==> src/rtl/dbio_pkg.sv <==
`timescale 1ns/1ps
package dbio_pkg;

  typedef struct packed {
    logic loadData;
    logic loadDir;
    logic commit;
    logic capture;
  } strobe_t;

  typedef enum logic [2:0] {
    VIEW_DATA_STAGE = 3'd0,
    VIEW_DIR_STAGE  = 3'd1,
    VIEW_DATA_OUT   = 3'd2,
    VIEW_DIR_OUT    = 3'd3,
    VIEW_SAMPLE     = 3'd4
  } view_e;

  localparam int NUM_VIEWS = 5;
  localparam int SEL_W     = 3;

endpackage

==> src/rtl/dbio_ctrl.sv <==
`timescale 1ns/1ps
module dbio_ctrl
  import dbio_pkg::*;
(
  input  logic                 dataWr,
  input  logic                 dirWr,
  input  logic                 updateStb,
  input  logic                 sampleStb,
  input  logic [SEL_W-1:0]     rdSel,
  output strobe_t              stb,
  output logic [NUM_VIEWS-1:0] viewHot
);

  always_comb begin
    stb.loadData = dataWr;
    stb.loadDir  = dirWr;
    stb.commit   = updateStb;
    stb.capture  = sampleStb;
  end

  // One select line per readable word; unused codes select nothing
  for (genvar v = 0; v < NUM_VIEWS; v++) begin : g_view
    assign viewHot[v] = (rdSel == SEL_W'(v));
  end

endmodule

==> src/rtl/dbio_dp.sv <==
`timescale 1ns/1ps
module dbio_dp
  import dbio_pkg::*;
#(
  parameter int CHAN_W      = 32,
  parameter int SYNC_STAGES = 2
) (
  input  logic                 clk,
  input  logic                 rstN,
  input  strobe_t              stb,
  input  logic [NUM_VIEWS-1:0] viewHot,
  input  logic [CHAN_W-1:0]    wrData,
  input  logic [CHAN_W-1:0]    pinIn,
  output logic [CHAN_W-1:0]    pinOut,
  output logic [CHAN_W-1:0]    pinOe,
  output logic [CHAN_W-1:0]    rdData
);

  localparam int LAST_SYNC = SYNC_STAGES - 1;

  logic [CHAN_W-1:0] dataStage, dirStage, dataOut, dirOut, sampleReg;
  logic [CHAN_W-1:0] syncChain [SYNC_STAGES];
  logic [CHAN_W-1:0] views [NUM_VIEWS];

  // First stage: independent staged words
  always_ff @(posedge clk or negedge rstN) begin
    if (!rstN) begin
      dataStage <= '0;
      dirStage  <= '0;
    end else begin
      if (stb.loadData) dataStage <= wrData;
      if (stb.loadDir)  dirStage  <= wrData;
    end
  end

  // Second stage: joint commit, old staged value on collision
  always_ff @(posedge clk or negedge rstN) begin
    if (!rstN) begin
      dataOut <= '0;
      dirOut  <= '0;
    end else if (stb.commit) begin
      dataOut <= dataStage;
      dirOut  <= dirStage;
    end
  end

  assign pinOut = dataOut;
  assign pinOe  = dirOut;

  // Input synchronizer
  for (genvar s = 0; s < SYNC_STAGES; s++) begin : g_sync
    if (s == 0) begin : g_first
      always_ff @(posedge clk or negedge rstN) begin
        if (!rstN) syncChain[0] <= '0;
        else       syncChain[0] <= pinIn;
      end
    end else begin : g_next
      always_ff @(posedge clk or negedge rstN) begin
        if (!rstN) syncChain[s] <= '0;
        else       syncChain[s] <= syncChain[s-1];
      end
    end
  end

  always_ff @(posedge clk or negedge rstN) begin
    if (!rstN)            sampleReg <= '0;
    else if (stb.capture) sampleReg <= syncChain[LAST_SYNC];
  end

  // Readback
  always_comb begin
    views[VIEW_DATA_STAGE] = dataStage;
    views[VIEW_DIR_STAGE]  = dirStage;
    views[VIEW_DATA_OUT]   = dataOut;
    views[VIEW_DIR_OUT]    = dirOut;
    views[VIEW_SAMPLE]     = sampleReg;
    rdData = '0;
    for (int v = 0; v < NUM_VIEWS; v++)
      rdData = rdData | (views[v] & {CHAN_W{viewHot[v]}});
  end

  p_load_data_r2: assert property (@(posedge clk) disable iff (!rstN)
    stb.loadData |=> dataStage == $past(wrData));

  p_load_dir_r2: assert property (@(posedge clk) disable iff (!rstN)
    stb.loadDir |=> dirStage == $past(wrData));

  p_commit_pair_r3: assert property (@(posedge clk) disable iff (!rstN)
    stb.commit |=> (pinOut == $past(dataStage)) && (pinOe == $past(dirStage)));

  p_pins_hold_r3: assert property (@(posedge clk) disable iff (!rstN)
    !stb.commit |=> $stable(pinOut) && $stable(pinOe));

  p_sample_from_sync_r5: assert property (@(posedge clk) disable iff (!rstN)
    stb.capture |=> sampleReg == $past(syncChain[LAST_SYNC]));

  p_sample_hold_r5: assert property (@(posedge clk) disable iff (!rstN)
    !stb.capture |=> $stable(sampleReg));

  p_reset_quiet_r1: assert property (@(posedge clk)
    !rstN |-> (pinOe == '0) && (rdData == '0));

endmodule

==> src/rtl/dbio_port.sv <==
`timescale 1ns/1ps
module dbio_port
  import dbio_pkg::*;
#(
  parameter int CHAN_W      = 32,
  parameter int SYNC_STAGES = 2
) (
  input  logic              clk,
  input  logic              rstN,
  input  logic [CHAN_W-1:0] wrData,
  input  logic              dataWr,
  input  logic              dirWr,
  input  logic              updateStb,
  input  logic              sampleStb,
  input  logic [SEL_W-1:0]  rdSel,
  output logic [CHAN_W-1:0] rdData,
  input  logic [CHAN_W-1:0] pinIn,
  output logic [CHAN_W-1:0] pinOut,
  output logic [CHAN_W-1:0] pinOe
);

  strobe_t              stb;
  logic [NUM_VIEWS-1:0] viewHot;

  dbio_ctrl u_ctrl (
    .dataWr    (dataWr),
    .dirWr     (dirWr),
    .updateStb (updateStb),
    .sampleStb (sampleStb),
    .rdSel     (rdSel),
    .stb       (stb),
    .viewHot   (viewHot)
  );

  dbio_dp #(.CHAN_W(CHAN_W), .SYNC_STAGES(SYNC_STAGES)) u_dp (
    .clk     (clk),
    .rstN    (rstN),
    .stb     (stb),
    .viewHot (viewHot),
    .wrData  (wrData),
    .pinIn   (pinIn),
    .pinOut  (pinOut),
    .pinOe   (pinOe),
    .rdData  (rdData)
  );

endmodule

==> config.mk <==
export PLATFORM = sky130hd
export DESIGN_NAME = dbio_port
export DESIGN_NICKNAME = d
export VERILOG_FILES = /design/src/rtl/dbio_pkg.sv /design/src/rtl/dbio_ctrl.sv /design/src/rtl/dbio_dp.sv /design/src/rtl/dbio_port.sv
export SDC_FILE = /design/constraint.sdc
export NUM_CORES = 1
export LEC_CHECK = 0
export ABC_AREA = 0
export CAP_MARGIN = 10
export CELL_PAD_IN_SITES_DETAIL_PLACEMENT = 1
export CELL_PAD_IN_SITES_GLOBAL_PLACEMENT = 2
export CORE_ASPECT_RATIO = 2
export CORE_MARGIN = 2
export CORE_UTILIZATION = 25
export DETAILED_ROUTE_END_ITERATION = 16
export PLACE_DENSITY = 0.71
export SLEW_MARGIN = 20
export SYNTH_ARGS = -nofsm -noshare
export SYNTH_HDL_FRONTEND = slang
export SYNTH_SLANG_ARGS = --single-unit
==> constraint.sdc <==
create_clock -name clk -period 2.5 [get_ports clk]
set_input_delay 0.5 -clock clk [delete_from_list [all_inputs] [get_ports clk]]
set_output_delay 0.5 -clock clk [all_outputs]
set_load 0.02 [all_outputs]
# Word level (Yosys, flattened, before mapping)
# Index checks and enable logic that the tools add are counted.
# totals
input_bits	73
regBits	224
# op_classes
eq_ne	4
n_bitwise	9
n_reduce_logical	1
# ops
cell	n
AND 32 bit	5
OR 32 bit	4
equality test 3 x 2 -> 1 bit (second input constant)	2
equality test 3 x 1 -> 1 bit (second input constant)	1
equality test 3 bit (second input constant)	1
zero test 3 bit	1

# Depth between registers and ports, before layout
# Gate-level depths: netlist of run 1.
# depth
word_depth	6
ltp_mapped	5
mapped_depth_nobuf	3

# By module
# Synthesis of run 1 repeated with hierarchy kept, for this count alone.
# hier_totals
cells_unflattened	523
area_unflattened_um2	8732.1
# modules_own_cells
module	instances	cells_per_inst	area_each_um2
dbio_dp	1	514	8664.6
dbio_ctrl	1	9	67.6

# Least setup slack after synthesis of run 1
# No wires, ideal clock.
# synth_path
kind	input to output
start	in rdSel[1]
end	out rdData[13]
stages	5
n_path_buf	2
required_time_ns	2.000
arrival_ns	1.479
path_slack_ns	0.521
cell_sequence	buf_6 nor2_2 buf_4 a21oi_1 o211ai_1
# synth_between
elab_chain_cells	6
# synth_rtl
item	line_no	rtl
start, declared	dbio_port.sv:15	input logic [SEL_W-1:0] rdSel,
equality test 3 x 1 -> 1 bit or zero test 3 bit (tied branches)	dbio_ctrl.sv:23	assign viewHot[v] = (rdSel == SEL_W'(v));
AND 32 bit	dbio_dp.sv:79	rdData = rdData | (views[v] & {CHAN_W{viewHot[v]}});
OR 32 bit (3 in a row)	dbio_dp.sv:79	
OR 32 bit (*)	dbio_dp.sv:79	
end, declared	dbio_port.sv:16	output logic [CHAN_W-1:0] rdData,
# Mark *: on every way between the ends. The rest lies on a longest branch, timed or not.

# Final worst setup path of run 1
# layout_path
start	in rdSel[0]
end	out rdData[18]
# The elaborated chain is that of the path after synthesis.

==> results of run 1 <==
-- logic make-up (layout without fill, tap and decap cells) --
kind of cell	count (synthesis)	count (layout)	share of synthesized area, %
AOI/OAI and AO/OA	86	86	7.17
muxes	170	170	21.4
other	0	5	0
and+or+nand+nor	92	92	5.12
DFF	224	224	63.2
buffers and inverters	61	277	3.13
-- where the power goes --
part	internal, µW	leakage [µW]	total (µW)	switching, µW
Clock	2490	0.000440	3960	1470
Combinational	851	0.00216	1680	832
Sequential	3980	0.00263	4240	261
-- layout make-up --
type                            instances  share of cell area (%)
Sequential cell                       224                    45.8
Multi-Input combinational cell        348                    24.5
Timing Repair Buffer                  217                    17.2
Clock buffer                           32                    5.74
Tap cell                              445                    4.55
Clock inverter                         10                    1.55
Inverter                               18                   0.552
Antenna cell                            5                   0.102
-- repair_timing --
| action | CTS | global route |
|---|---|---|
| hold buffers | 1 | 0 |
| endpoints found under the setup margin | 32 | 24 |
| cloned | 0 | 0 |
| hold endpoints to repair | 55 | 0 |
| pin swaps | 1 | 1 |
| gates resized for setup | 71 | 29 |
| buffers inserted | 5 | 0 |
-- sequential cells by signal (all words and copies together), names as in the netlist --
signal          cells
u_dp.syncChain     64
u_dp.dataStage     32
u_dp.dirStage      32
u_dp.pinOe         32
u_dp.pinOut        32
u_dp.sampleReg     32
-- layer usage --
metal  share of wire, %  up-vias  GRT usage (%)
li1                   -     2647              -
met3                3.2       37           1.84
met1                 38     3094           17.2
met4                2.8        2           6.02
met2                 56      124           27.8
met5              0.040        -              0
-- cells in the final DEF (no fill, tap or decap), types with 4 or more instances in the layout --
master / count
a21oi_1: 18
a221o_1: 14
and3_1: 18
buf_12: 14
buf_2: 20
buf_4: 34
buf_6: 4
bufinv_16: 5
clkbuf_16: 25
clkbuf_2: 6
clkbuf_8: 5
clkdlybuf4s50_1: 128
dfrtp_1: 224
diode_2: 5
dlygate4sd2_1: 7
inv_1: 18
mux2_1: 6
mux2_2: 150
mux2i_1: 14
nand2_1: 36
nand2b_1: 20
nor2_1: 14
o211ai_1: 18
o21ai_0: 18
o32a_1: 18
-- per-stage QoR --
step	instances	worst slack (ns)	util (%)	total power [µW]	cell area (µm²)
after global placement	1246	-0.566	32.5	6040	11400
after detailed placement	1246	-0.602	32.5	6080	11400
final	1299	0.0493	35.0	9890	12200
after floorplan	633	0.521	-	5070	8870
after global routing	1298	0.00248	35.0	10300	12200
after CTS	1294	-0.00745	35.3	10100	12300
-- path summary, 6_finish.rpt --
| kind | from | end | slack [ns] | cells after the start |
|---|---|---|---|---|
| setup reg to reg | u_dp.pinOe[17] | u_dp.pinOe[17] | 1.66 | 1 |
| max in group asynchronous | rstN | u_dp.dataStage[17] | 1.25 | 3 |
| setup / recovery | rdSel[0] | rdData[18] | 0.05 | 7 |
| min in group asynchronous | rstN | u_dp.pinOut[10] | 0.52 | 2 |
| hold reg to reg | u_dp.syncChain[45] | u_dp.syncChain[13] | 0.33 | 0 |
| hold / removal | u_dp.syncChain[45] | u_dp.syncChain[13] | 0.33 | 0 |
==> flow_metrics.env, run 1 <==
export IMPL_status="complete, no violations"
export IMPL_cts_tree="done"
export IMPL_drtAntennaViolNets=0
export IMPL_powerDensity_nw_per_um2=809
export IMPL_path_clk_slew_ns=0.06
export IMPL_cp_max_fo=6
export IMPL_worstSetupEndpointType="primary output"
export IMPL_port_buffer_count=168
export IMPL_nNetsFinal=906
export IMPL_timing_hold_ws_ns=0.331
export IMPL_drive_above_1_share_pct=32.2
export IMPL_slowest_delay_ns=0.35
export IMPL_yosys_warnings=0
export IMPL_start_util_pct=25.4
export IMPL_period_needed_ns=2.45
export IMPL_leakage_uw=0.00524
export IMPL_synth_top_flop_cell="dfrtp_1"
export IMPL_path_class="primary input to primary output"
export IMPL_die_h_um=270
export IMPL_finalSetupTns_ns=0
export IMPL_maxCapViolations=0
export IMPL_grt_max_degree=63
export IMPL_rows=97
export IMPL_h_tree_depth=1
export IMPL_synth_seq_cells=224
export IMPL_cts_root_buf="clkbuf_16"
export IMPL_max_slew_margin_pct=61.4
export IMPL_critPathTopFamily="buffers and inverters"
export IMPL_clockBufferDepth=3
export IMPL_routed_via_density=4.55
export IMPL_worst_pin_slew_ns=0.578
export IMPL_seqCellArea_um2=5610
export IMPL_critPathBufInv=4
export IMPL_yosys_area_top_type="dfrtp_1"
export IMPL_gp_congestion=0.789
export IMPL_min_path_type="flip-flop to flip-flop"
export IMPL_fillers=3737
export IMPL_multi_input_area_um2=3000
export IMPL_synth_edff_count=0
export IMPL_synth_area_um2=8870
export IMPL_slew_violations=0
export IMPL_hold_viol=0
export IMPL_setup_viol=0
export IMPL_die_x_um=137
export IMPL_synth_top_area_share_pct=63.2
export IMPL_cp_slowest_cell="dlygate4sd2_1"
export IMPL_grt_pass1_wl_mm=41.8
export IMPL_seq_area_frac_synth_pct=63.2
export IMPL_grt_setup_unrepaired="false"
export IMPL_fmax_ghz=0.408
export IMPL_numCtsBuffers=24
export IMPL_async_flop_share_pct=100
export IMPL_crit_top_cell="dlygate4sd2_1"
export IMPL_syn_area_per_cell_um2=14.0
export IMPL_yosys_top_cells_area="dfrtp_1 (63%), mux2_2 (19%), o32a_1 (2.0%)"
export IMPL_dr_total_vias=5904
export IMPL_drtPass1Iterations=4
export IMPL_grt_util_all_layers_pct=15.1
export IMPL_core_um2=35000
export IMPL_grt_pass1_vias=6861
export IMPL_drc=0
export IMPL_arrival_ns=1.95
export IMPL_clkLatencyLatePin_ns=0.53
export IMPL_area_growth_pct=37.9
export IMPL_grt_overflow=0
export IMPL_dieArea_um2=37100
export IMPL_yosys_cell_types_count=21
export IMPL_period_share_pct=98.0
export IMPL_ios=169
export IMPL_wl_mm=27.2
export IMPL_required_ns=2.00
export IMPL_wl_per_cell_um=20.9
export IMPL_skew_ns=0.0172
export IMPL_dp_hpwl_mm=19.4
export IMPL_syn_num_nets=706
export IMPL_clock_sinks=224
export IMPL_synthesis_instances=633
export IMPL_worstPathCellList="dlygate4sd2_1 > buf_6 > nand2b_1 > buf_4 > o32a_1 > o211ai_1 > dlygate4sd2_1"
export IMPL_startpoint_type="primary input"
export IMPL_yosysMostFrequentCell="dfrtp_1"
export IMPL_antenna_found_initial=5
export IMPL_peakVddDrop_mv=0.465
export IMPL_synth_common_cells="dfrtp_1 (224), mux2_2 (150), nand2_1 (36)"
export IMPL_drtIter0Drc=147
No activity file was read; power rests on OpenSTA's default activity.
==> inputs of run 2 (changes only) <==
PLACE_DENSITY = 0.63   (was 0.71)
==> run 2 against run 1 <==
  * Critical endpoint is now rdData[17]
  * Critical path type unchanged
  * Register-to-register slack gained 0.03 ns
  * Worst setup slack gained 0.045 ns
  * Final area down 1.7%
  * Cell count fell by 1.4%
  * Sequential power hardly changed
  * Utilization is 0.59 points lower
  * Hold slack better by 0.014 ns
  * Largest cell class unchanged
==> flow_metrics.env, run 2 (synthesis results as in run 1) <==
export IMPL_status="complete, no violations"
export IMPL_dr_total_vias=5797
export IMPL_crit_top_cell="buf_4"
export IMPL_grt_pass1_wl_mm=40.7
export IMPL_routed_via_density=4.53
export IMPL_required_ns=2.00
export IMPL_hold_start="u_dp.syncChain[42]"
export IMPL_drtPass1Iterations=4
export IMPL_ios=169
export IMPL_hold_viol=0
export IMPL_worstPathCellList="clkbuf_2 > buf_4 > nor3b_4 > buf_4 > clkbuf_16 > nand2_1 > o211ai_1 > buf_2"
export IMPL_nNetsFinal=894
export IMPL_rr_endpoint="u_dp.dataStage[12]"
export IMPL_port_buffer_count=168
export IMPL_antenna_found_initial=2
export IMPL_slowest_delay_ns=0.32
export IMPL_min_to="u_dp.syncChain[10]"
export IMPL_cts_root_buf="clkbuf_16"
export IMPL_rows=97
export IMPL_clock_sinks=224
export IMPL_startpoint_type="primary input"
export IMPL_max_slew_margin_pct=60.9
export IMPL_core_um2=35000
export IMPL_die_h_um=270
export IMPL_reg2reg_depth=1
export IMPL_grt_setup_unrepaired="false"
export IMPL_whs_path_depth=0
export IMPL_period_needed_ns=2.41
export IMPL_fillers=3755
export IMPL_wl_per_cell_um=21.1
export IMPL_fmax_ghz=0.416
export IMPL_timing_hold_ws_ns=0.344
export IMPL_h_tree_depth=1
export IMPL_reg2reg_slack_ns=1.69
export IMPL_dpl_cell_area_um2=11300
export IMPL_seqCellArea_um2=5610
export IMPL_grt_util_all_layers_pct=14.7
export IMPL_setup_viol=0
export IMPL_drtIter0Drc=202
export IMPL_fin_area_um2=12000
export IMPL_dp_hpwl_mm=18.2
export IMPL_grt_pass1_vias=6546
export IMPL_drtAntennaViolNets=0
export IMPL_multi_input_area_um2=3010
export IMPL_largest_register="u_dp.syncChain"
export IMPL_r2r_start="u_dp.dataStage[12]"
export IMPL_maxCapViolations=0
export IMPL_grt_max_degree=65
export IMPL_clockBufferDepth=3
export IMPL_grt_overflow=0
export IMPL_largest_register_ff_count=64
export IMPL_powerDensity_nw_per_um2=764
export IMPL_arrival_ns=1.91
export IMPL_start_util_pct=25.4
export IMPL_slew_violations=0
export IMPL_cp_slowest_cell="nor3b_4"
export IMPL_wl_mm=27.0
export IMPL_gp_congestion=0.751
export IMPL_drive_above_1_share_pct=31.0
export IMPL_dieArea_um2=37100
export IMPL_area_growth_pct=35.5
export IMPL_cp_max_fo=8
export IMPL_clkLatencyLatePin_ns=0.51
export IMPL_period_share_pct=96.2
export IMPL_worstSetupEndpointType="primary output"
export IMPL_drc=0
export IMPL_path_clk_slew_ns=0.06
export IMPL_min_path_type="flip-flop to flip-flop"
export IMPL_mostFrequentLayoutCell="dfrtp_1"
export IMPL_leakage_uw=0.00509
export IMPL_die_x_um=137
export IMPL_skew_ns=0.00934
export IMPL_path_class="primary input to primary output"
export IMPL_numCtsBuffers=23
export IMPL_final_cell_mix="dfrtp_1 (224), mux2_2 (150), clkdlybuf4s50_1 (128)"
export IMPL_worst_pin_slew_ns=0.587
export IMPL_cts_tree="done"
export IMPL_peakVddDrop_mv=0.511
-- run 2: worst max-delay path by stage --
stage,from,slack (ns),end,cells after the start
floorplan,rdSel[1],0.52,rdData[13],5
global placement,rdSel[0],-0.58,rdData[20],6
global route,rdSel[2],0.03,rdData[22],6
finish,rdSel[0],0.09,rdData[17],8
CTS,rdSel[0],0.02,rdData[3],6
detailed placement,rdSel[0],-0.57,rdData[19],6
-- run 2: metal layers --
metal	share of wire, %	GRT usage, %	wire (µm)
met1	38	16.8	10400
met2	56	28.0	15200
met3	3.5	1.82	932
met4	2.0	4.04	528
met5	0	0	0
-- run 2: timing repair --
action	in CTS	in global routing
endpoints found under the hold margin	55	0
gates resized for setup	109	10
setup buffers	1	1
hold buffers	1	0
endpoints found under the setup margin	32	19
gates cloned	0	1
pin swaps	1	1
-- run 2: final cells by class --
| class | count | area share (%) |
|---|---|---|
| diodes | 1 | 0.0208 |
| clock buffers | 37 | 5.72 |
| clock inverters | 2 | 0.0833 |
| inverters | 18 | 0.562 |
| multi-input cells | 348 | 25.0 |
| flip-flops and latches | 224 | 46.6 |
| well taps | 445 | 4.63 |
| repair buffers | 206 | 17.3 |
-- run 2: stage by stage --
| step | TNS, ns | utilization (%) | setup WS [ns] | power (µW) | std cells |
|---|---|---|---|---|---|
| global placement | -17.29 | 32.4 | -0.576 | 6040 | 1237 |
| CTS | 0 | 34.4 | 0.0203 | 9390 | 1278 |
| finish | 0 | 34.4 | 0.0940 | 9180 | 1281 |
| floorplan | 0 | - | 0.521 | 5070 | 633 |
| detailed placement | -17.13 | 32.4 | -0.575 | 6060 | 1237 |
| global route | 0 | 34.4 | 0.0338 | 9640 | 1281 |
-- run 2: critical path: cells and delay by family --
family / cells / cell delay (ns)
AO/OA/AOI/OAI: 1 / 0.12
AND/OR/NAND/NOR: 2 / 0.38
buffers and inverters: 5 / 0.90
-- run 2: power by group --
group	internal [µW]	switching [µW]	leakage (µW)
clock network	1870	1390	0.000344
registers	3980	242	0.00263
logic	855	840	0.00211
